[config.mk]
export PLATFORM = sky130hd
export DESIGN_NAME = prefetch_queue
export DESIGN_NICKNAME = d
export VERILOG_FILES = /design/src/rtl/pq_pkg.sv /design/src/rtl/pq_fetch.sv /design/src/rtl/pq_slots.sv /design/src/rtl/prefetch_queue.sv
export SDC_FILE = /design/constraint.sdc
export NUM_CORES = 1
export LEC_CHECK = 0
export CELL_PAD_IN_SITES_DETAIL_PLACEMENT = 1
export CELL_PAD_IN_SITES_GLOBAL_PLACEMENT = 2
export CORE_MARGIN = 5
export CORE_UTILIZATION = 27
export CTS_CLUSTER_SIZE = 25
export DETAILED_ROUTE_END_ITERATION = 8
export GPL_TIMING_DRIVEN = 0
export MAX_ROUTING_LAYER = met4
export PLACE_DENSITY = 0.83
export SLEW_MARGIN = 40
export SYNTH_ARGS = -nofsm -noshare
export SYNTH_HDL_FRONTEND = slang
export SYNTH_SLANG_ARGS = --single-unit
[constraint.sdc]
create_clock -name clk -period 1.97 [get_ports clk]
set_input_delay 0.197 -clock clk [delete_from_list [all_inputs] [get_ports clk]]
set_output_delay 0.197 -clock clk [all_outputs]
set_load 0.01 [all_outputs]
[src/rtl/pq_pkg.sv]
package pq_pkg;
    // Number of word slots and their fixed positions inside the slot vector.
    localparam int PQ_SLOTS = 3;
    localparam int PQ_OCC_W = $clog2(PQ_SLOTS + 1);
    localparam int SL_EXEC  = 0;   // stage 2, presented to the decoder
    localparam int SL_ENTRY = 1;   // stage 1, where fetched words land
    localparam int SL_HOLD  = 2;   // side buffer, used only when stage 1 is stuck

    typedef enum logic [1:0] {
        FS_IDLE = 2'd0,
        FS_WAIT = 2'd1,
        FS_DROP = 2'd2
    } fetch_state_e;
endpackage

[src/rtl/pq_fetch.sv]
module pq_fetch #(
    parameter int ADDR_W     = 16,
    parameter int ADDR_STEP  = 2,
    parameter logic [ADDR_W-1:0] RESET_ADDR = '0,
    parameter int OCC_W      = pq_pkg::PQ_OCC_W
) (
    input  logic              clk,
    input  logic              rst_n,
    input  logic              core_busy,
    input  logic              flush,
    input  logic [ADDR_W-1:0] flush_addr,
    input  logic              rvalid,
    input  logic [OCC_W-1:0]  occ,
    output logic              req,
    output logic [ADDR_W-1:0] addr,
    output logic              deliver
);
    import pq_pkg::*;

    localparam logic [OCC_W-1:0]  OCC_FULL = OCC_W'(PQ_SLOTS);
    localparam logic [ADDR_W-1:0] STEP_V   = ADDR_W'(ADDR_STEP);

    typedef struct packed {
        logic [ADDR_W-1:0] pc;
        fetch_state_e      st;
    } fstate_t;

    fstate_t st_d, st_q;

    always_comb begin
        st_d    = st_q;
        req     = !core_busy && !flush && (st_q.st == FS_IDLE) && (occ < OCC_FULL);
        deliver = rvalid && (st_q.st == FS_WAIT) && !flush;

        if (rvalid) begin
            st_d.st = FS_IDLE;
        end
        if (req) begin
            st_d.st = FS_WAIT;
            st_d.pc = st_q.pc + STEP_V;
        end
        if (flush) begin
            st_d.pc = flush_addr;
            st_d.st = (st_q.st != FS_IDLE && !rvalid) ? FS_DROP : FS_IDLE;
        end
    end

    always_ff @(posedge clk) begin
        if (!rst_n) begin
            st_q.pc <= RESET_ADDR;
            st_q.st <= FS_IDLE;
        end else begin
            st_q <= st_d;
        end
    end

    assign addr = st_q.pc;


    bus_idle_chk: assert property (@(posedge clk) disable iff (!rst_n)
        req |-> (!core_busy && !flush));

    single_out_chk: assert property (@(posedge clk) disable iff (!rst_n)
        req |=> !req);

    addr_step_chk: assert property (@(posedge clk) disable iff (!rst_n)
        (req && !flush) |=> (addr == $past(addr) + STEP_V));

    redirect_chk: assert property (@(posedge clk) disable iff (!rst_n)
        flush |=> (addr == $past(flush_addr)));

    stale_drop_chk: assert property (@(posedge clk) disable iff (!rst_n)
        (flush && st_q.st == FS_WAIT && !rvalid) |=> !deliver);
endmodule

[src/rtl/pq_slots.sv]
module pq_slots #(
    parameter int WORD_W = 16,
    parameter int OCC_W  = pq_pkg::PQ_OCC_W
) (
    input  logic              clk,
    input  logic              rst_n,
    input  logic              flush,
    input  logic              take,
    input  logic              in_valid,
    input  logic [WORD_W-1:0] in_word,
    output logic              head_valid,
    output logic [WORD_W-1:0] head_word,
    output logic [OCC_W-1:0]  occ
);
    import pq_pkg::*;

    typedef struct packed {
        logic [PQ_SLOTS-1:0]             v;
        logic [PQ_SLOTS-1:0][WORD_W-1:0] w;
    } slots_t;

    slots_t sl_d, sl_q;
    logic   exec_free;

    always_comb begin
        sl_d      = sl_q;
        exec_free = !sl_q.v[SL_EXEC] || take;
        if (flush) begin
            sl_d.v = '0;
        end else begin
            if (exec_free) begin
                sl_d.v[SL_EXEC]  = sl_q.v[SL_ENTRY];
                sl_d.w[SL_EXEC]  = sl_q.w[SL_ENTRY];
                sl_d.v[SL_ENTRY] = sl_q.v[SL_HOLD];
                sl_d.w[SL_ENTRY] = sl_q.w[SL_HOLD];
                sl_d.v[SL_HOLD]  = 1'b0;
            end
            if (in_valid) begin
                if (!sl_d.v[SL_ENTRY]) begin
                    sl_d.v[SL_ENTRY] = 1'b1;
                    sl_d.w[SL_ENTRY] = in_word;
                end else begin
                    sl_d.v[SL_HOLD]  = 1'b1;
                    sl_d.w[SL_HOLD]  = in_word;
                end
            end
        end
    end

    always_ff @(posedge clk) begin
        if (!rst_n) begin
            sl_q.v <= '0;
            sl_q.w <= '0;
        end else begin
            sl_q <= sl_d;
        end
    end

    assign head_valid = sl_q.v[SL_EXEC];
    assign head_word  = sl_q.w[SL_EXEC];
    assign occ        = OCC_W'($countones(sl_q.v));


    hold_only_when_full_chk: assert property (@(posedge clk) disable iff (!rst_n)
        sl_q.v[SL_HOLD] |-> (sl_q.v[SL_ENTRY] && sl_q.v[SL_EXEC]));

    no_overflow_chk: assert property (@(posedge clk) disable iff (!rst_n)
        in_valid |-> !(&sl_q.v));

    entry_advance_chk: assert property (@(posedge clk) disable iff (!rst_n)
        (sl_q.v[SL_ENTRY] && !sl_q.v[SL_EXEC] && !flush) |=> head_valid);

    head_hold_chk: assert property (@(posedge clk) disable iff (!rst_n)
        (head_valid && !take && !flush) |=> (head_valid && $stable(head_word)));

    flush_empty_chk: assert property (@(posedge clk) disable iff (!rst_n)
        flush |=> (occ == '0));
endmodule

[src/rtl/prefetch_queue.sv]
module prefetch_queue #(
    parameter int ADDR_W    = 16,
    parameter int WORD_W    = 16,
    parameter int ADDR_STEP = 2,
    parameter logic [ADDR_W-1:0] RESET_ADDR = '0
) (
    input  logic              clk,
    input  logic              rst_n,
    input  logic              core_busy,
    input  logic              flush,
    input  logic [ADDR_W-1:0] flush_addr,
    output logic              mem_req,
    output logic [ADDR_W-1:0] mem_addr,
    input  logic              mem_rvalid,
    input  logic [WORD_W-1:0] mem_rdata,
    output logic              dec_valid,
    output logic [WORD_W-1:0] dec_word,
    input  logic              dec_take
);
    import pq_pkg::*;

    logic [PQ_OCC_W-1:0] occ;
    logic                deliver;

    pq_fetch #(
        .ADDR_W     (ADDR_W),
        .ADDR_STEP  (ADDR_STEP),
        .RESET_ADDR (RESET_ADDR),
        .OCC_W      (PQ_OCC_W)
    ) fetch_i (
        .clk        (clk),
        .rst_n      (rst_n),
        .core_busy  (core_busy),
        .flush      (flush),
        .flush_addr (flush_addr),
        .rvalid     (mem_rvalid),
        .occ        (occ),
        .req        (mem_req),
        .addr       (mem_addr),
        .deliver    (deliver)
    );

    pq_slots #(
        .WORD_W     (WORD_W),
        .OCC_W      (PQ_OCC_W)
    ) slots_i (
        .clk        (clk),
        .rst_n      (rst_n),
        .flush      (flush),
        .take       (dec_take),
        .in_valid   (deliver),
        .in_word    (mem_rdata),
        .head_valid (dec_valid),
        .head_word  (dec_word),
        .occ        (occ)
    );
endmodule

After elaboration in Yosys (flattened, before gate mapping) --
Cells that the tools add are included.
Word-level totals: bits in registers 69, input port bits 38, word-level logic and storage cells 44, output and inout bits 34
Cells by class: reduce and logical (&&, ||, !) cells 19, mux-type cells 11, $lt $le $gt $ge 1, bitwise logic cells 2, equal/unequal tests 1, add/subtract/negate cells 3
Operator list (number):
- 18-bit two-way mux | 2
- 16-bit two-way mux | 2
- 32-bit two-way mux | 1
- 16-bit by 2-bit adder with 16-bit output (second input constant) | 1
- 1-bit logical AND | 6
- 2-bit two-way mux | 3
- 3-bit two-way mux | 2
- 2-bit nonzero test | 3
- 1-bit zero test | 4
- 3-bit AND reduction | 1
- 3-bit nonzero test | 1
- 1-bit by 1-bit adder with 2-bit output | 1
- 2-bit by 1-bit adder with 2-bit output | 1
- 2-bit by 1-bit equality test with 1-bit output (second input constant) | 1
- 2-bit zero test | 1
- 2-bit < comparator (second input constant) | 1
- 1-bit inverter | 2
- 2-bit AND reduction | 1
- 2-bit OR reduction | 1
- 1-bit logical OR | 1
- 1-bit two-way mux | 1

Logic depth before layout (Yosys ltp) --
depth in word-level cells 6, mapped depth 8, gate-level depth less buffers 7

Modules after synthesis --
From an unflattened synthesis, not the netlist that was laid out.
Second synthesis, totals: cells, all modules 416, area, all modules 3568.4 µm²
By module, submodules not included:
- pq_slots | sequential area each 1021.0 µm², times used 1, area each 2404.8 µm², cells each 265
- pq_fetch | sequential area each 360.3 µm², times used 1, area each 1163.6 µm², cells each 151

Worst setup path before layout --
No wires, ideal clock.
path kind reg2reg, start register slots_i.sl_q, in the netlist slots_i.head_valid, end register fetch_i.st_q, in the netlist fetch_i.addr[13], buffers on the path 2, cell stages (with the launch flop) 9, library setup time 0.120 ns, data arrival time 2.071 ns, required time 1.850 ns, period minus slack after synthesis 2.190 ns, slack -0.220 ns, path through dfxtp_1 -> inv_1 -> fa_1 -> or2_2 -> nand2_2 -> buf_6 -> clkbuf_1 -> nor3_1 -> o31a_1
Between the ends: cells in the longest elaborated chain, start to end 5
Ends and longest elaborated chain:
- start: declaration | line pq_slots.sv:22 | slots_t sl_d, sl_q;
- start signal: assignment | line pq_slots.sv:55 | sl_q <= sl_d;
- 1-bit by 1-bit adder with 2-bit output (implied by the code) | line pq_slots.sv:61 | assign occ = OCC_W'($countones(sl_q.v));
- 2-bit by 1-bit adder with 2-bit output (implied by the code) | line pq_slots.sv:61
- 2-bit < comparator | line pq_fetch.sv:32 | req = !core_busy && !flush && (st_q.st == FS_IDLE) && (occ < OCC_FULL);
- 1-bit logical AND | line pq_fetch.sv:32
- 2-bit nonzero test (no line)
- end signal: assignment | line pq_fetch.sv:53 | st_q <= st_d;
- end: declaration | line pq_fetch.sv:28 | fstate_t st_d, st_q;
No other way between the ends. A chain may end at the register's enable or synchronous reset.

Final worst setup path --
start register slots_i.sl_q[49] (netlist name), end register fetch_i.st_q, in the netlist fetch_i.addr[9]
The elaborated chain is that of the path after synthesis.

==> parameters.txt <==
Parameter                              Value

Power and ir drop
  Switching power share of the total ... 24.4%
  Psw ... 0.000860 W
  Power per cell area ... 721 nW/um^2
  Maximum resistive drop on vdd ... 0.000308 V
  Total internal power ... 0.00266 W
  Leakage power figure ... 1.68 nW
  Clock network fraction of total power ... 47.9%
  Gate power share ... 10.8%
  Overall power ... 0.00352 W
  Sequential group share of total power ... 41.3%

STA
  Fmax ... 0.488 GHz
  Setup total negative slack ... -0.227 ns
  Max Slew Vio Count ... 0
  Setup Skew ... 0.00655 ns
  Hold violation count in the final report ... 0
  Slew headroom ... 49.8%
  Hold slack final ... 0.315 ns
  Setup repair after global routing missed its margin ... true
  Min Tclk post-route ... 2.05 ns
  Slew of the pin with the lowest slew margin ... 0.753 ns
  Final critical-path setup slack ... -0.0798 ns
  Number of setup violations in the final report ... 6
  Crit share post-route ... 104%

Worst setup path
  Largest fanout of any net on the critical path ... 9
  Startpoint types ... flip-flop
  Slack of the worst reg-to-reg path ... -0.08 ns
  Critical path cell sequence ... inv_4 > fa_1 > or2_4 > nand2_4 > buf_6 > or4_1 > a31oi_1
  Endpoint type of the worst setup path ... flip-flop
  WS Path Type ... reg2reg
  Delay of the slowest cell on the worst path ... 0.55 ns
  Worst EP arrival ... 2.30 ns
  Cell with the largest stage delay on the worst path ... fa_1
  Endpoint of the most critical register-to-register path ... fetch_i.addr[9]
  Reg2reg start ... slots_i.sl_q[49]
  Number of cells traversed by the worst register-to-register path ... 7
  Critical Path RT ... 2.22 ns

Floorplanning
  Number of core rows ... 41
  Effective utilization at floorplan ... 27.6%
  Placeable Area ... 12600 sq um
  Floorplan die width ... 124 um
  Die area ... 15300 sq um
  Top-Level Pins ... 72
  Die outline height ... 124 um

Global routing
  Overall global routing resource usage ... 16.6%
  Initial antenna violation count ... 0
  Grt ovf ... 0
  Maximum number of pins on one net before global-route repair ... 13
  Number of global-route vias before repair ... 3710
  Wire length of the first global-routing pass ... 19400 um

Cells and area
  Proportion of layout cells with a drive suffix above 1 ... 16.7%
  Multi-input gate area ... 1720 sq um
  Most frequent cells in the layout ... clkdlybuf4s50_1, dfxtp_1, nand2_1
  Final Net Count ... 556
  Area of all sequential standard cells ... 1390 sq um
  Leading cell type in the layout, fill and taps excluded ... clkdlybuf4s50_1
  Antenna diode count ... 0
  Layout fillers ... 1540
  Layout Area Growth over Synthesis ... 40.0%

Logic synthesis
  Area contributors post-synth ... dfxtp_1, buf_4, a21oi_1, nand2_1, nand3_1
  Synthesized net count ... 465
  Async set or reset register ratio after synthesis ... 0%
  Combined area of all synthesized cells ... 3490 sq um
  Cell variety after synth ... 46
  Cells after Synth ... 425
  #FFs+latches synth ... 69
  Share of the yosys chip area belonging to registers ... 39.6%
  Ys Warns ... 0
  Average size of a mapped cell ... 8.20 sq um
  Number of enable-type register cells in the synthesized netlist ... 0
  Synth Flop Type ... dfxtp_1
  Share of Yosys cell area claimed by the top area cell type ... 39.6%
  Library cell with the largest summed area after synthesis ... dfxtp_1

Flow run
  Max Cap Violations ... 0

Min path
  Capture endpoint of the worst hold path ... fetch_i.addr[12]
  Hold/Removal Path Class ... in2reg
  Worst Hold Depth ... 4
  Startpoint of the tightest hold check path ... flush

Clocking
  Clock slew seen by the registers of the worst setup and hold paths ... 0.06 ns
  Hold buffer count at CTS ... 0
  Number of buffers inserted during clock tree synthesis ... 9
  Clock tree from TritonCTS ... built
  Root Buffer Master ... clkbuf_16
  Skew-Pair Late Insertion Delay ... 0.33 ns
  Worst-case clock buffer depth ... 2
  Depth of the CTS H-tree ... 3
  Clock Sink Count ... 69

Place
  Port-buffer cells ... 70
  RD Place Congestion ... 0.831
  Post-detail-place hpwl ... 8690 um

Route
  Wire length per cell after detailed routing ... 17.3 um
  Routed vias/inst ... 5.14
  DRC violations left ... 0
  Drt first pass iters ... 4
  Initial DRC Count ... 181
  Post-route ant nets ... 0
  Final routed wirelength across all metal layers ... 12000 um
  Vias ... 3559

Outcome
  Violations in the final reports ... negative setup slack
  Outcome ... finished with violations
==> registers in the layout (all words and copies together), names as in the netlist <==
register,count
slots_i.sl_q,34
fetch_i.addr,16
slots_i.head_valid,1
slots_i.head_word,16
fetch_i.st_q,2
==> routing by layer <==
metal / share of wire, % / GRT usage [%]
met3: 3.2 / 1.63
met2: 49 / 27.6
met4: 1.4 / 5.33
met1: 46 / 21.3
met5: 0 / -
==> worst max-delay path by stage <==
| stage | start | end | slack [ns] | depth (start not counted) |
|---|---|---|---|---|
| finish | slots_i.sl_q[49] | fetch_i.addr[9] | -0.08 | 7 |
| global route | slots_i.sl_q[49] | fetch_i.addr[8] | -0.15 | 7 |
| detailed placement | dec_take | slots_i.sl_q[22] | -0.48 | 7 |
| CTS | slots_i.sl_q[49] | mem_req | -0.08 | 7 |
| global placement | dec_take | slots_i.sl_q[16] | -0.45 | 7 |
| floorplan | slots_i.sl_q[49] | fetch_i.addr[9] | 0.00007 | 7 |
==> synthesized netlist by cell type (5+ instances only) <==
master and instances:
dfxtp_1 69, nand2_1 54, a21oi_1 41, nand3_1 40, buf_4 32, clkbuf_1 26, o21ai_0 26, nand4_1 20
o311ai_0 19, a31oi_1 15, mux2i_1 15, and4_1 7, inv_1 5, nor2_1 5, nor3_1 5
==> power groups by stage <==
stage               logic, W  registers, W  clock network (W)
floorplan           0.000166       0.00148                  0
global placement    0.000354       0.00149                  0
detailed placement  0.000359       0.00149                  0
CTS                 0.000379       0.00145            0.00170
global route        0.000407       0.00146            0.00176
finish              0.000379       0.00145            0.00168
==> timing repair <==
item | in CTS | in global routing
pin swaps | 5 | 4
hold endpoints to repair | 0 | 0
gates resized for setup | 25 | 7
buffers inserted | 9 | 3
setup endpoints to repair | 35 | 42
==> per-stage QoR <==
step	instance area, sq um	utilization (%)	instances	setup slack (ns)
CTS	4850	38.5	691	-0.0824
floorplan	3500	-	425	0.0000733
detailed placement	4420	35.0	667	-0.477
finish	4880	38.7	693	-0.0798
global route	4880	38.7	693	-0.151
global placement	4420	35.0	667	-0.447
==> critical path, delay by kind of cell (launching register included) <==
kind                       cells  cell delay (ns)
buffers and inverters          2             0.19
adders and majority gates      1             0.55
and+or+nand+nor                3             0.70
AOI/OAI and AO/OA              1             0.17
DFF                            1             0.36
==> cell type report <==
class	instances	share of cell area, %
Clock inverter	5	1.20
Clock buffer	11	5.18
Multi-Input combinational cell	283	35.2
Timing Repair Buffer	82	16.3
Tap cell	172	4.41
Buffer	64	8.49
Sequential cell	69	28.5
Inverter	7	0.641
==> cell families after synthesis <==
family | Yosys count | share of synthesized area [%]
DFF | 69 | 39.6
muxes | 15 | 4.31
and+or+nand+nor | 152 | 22.9
AOI/OAI and AO/OA | 112 | 19.9
adders and majority gates | 2 | 0.933
buffers and inverters | 73 | 11.8
xor gates and xnor gates | 2 | 0.502
(Power assumes the default switching activity.)
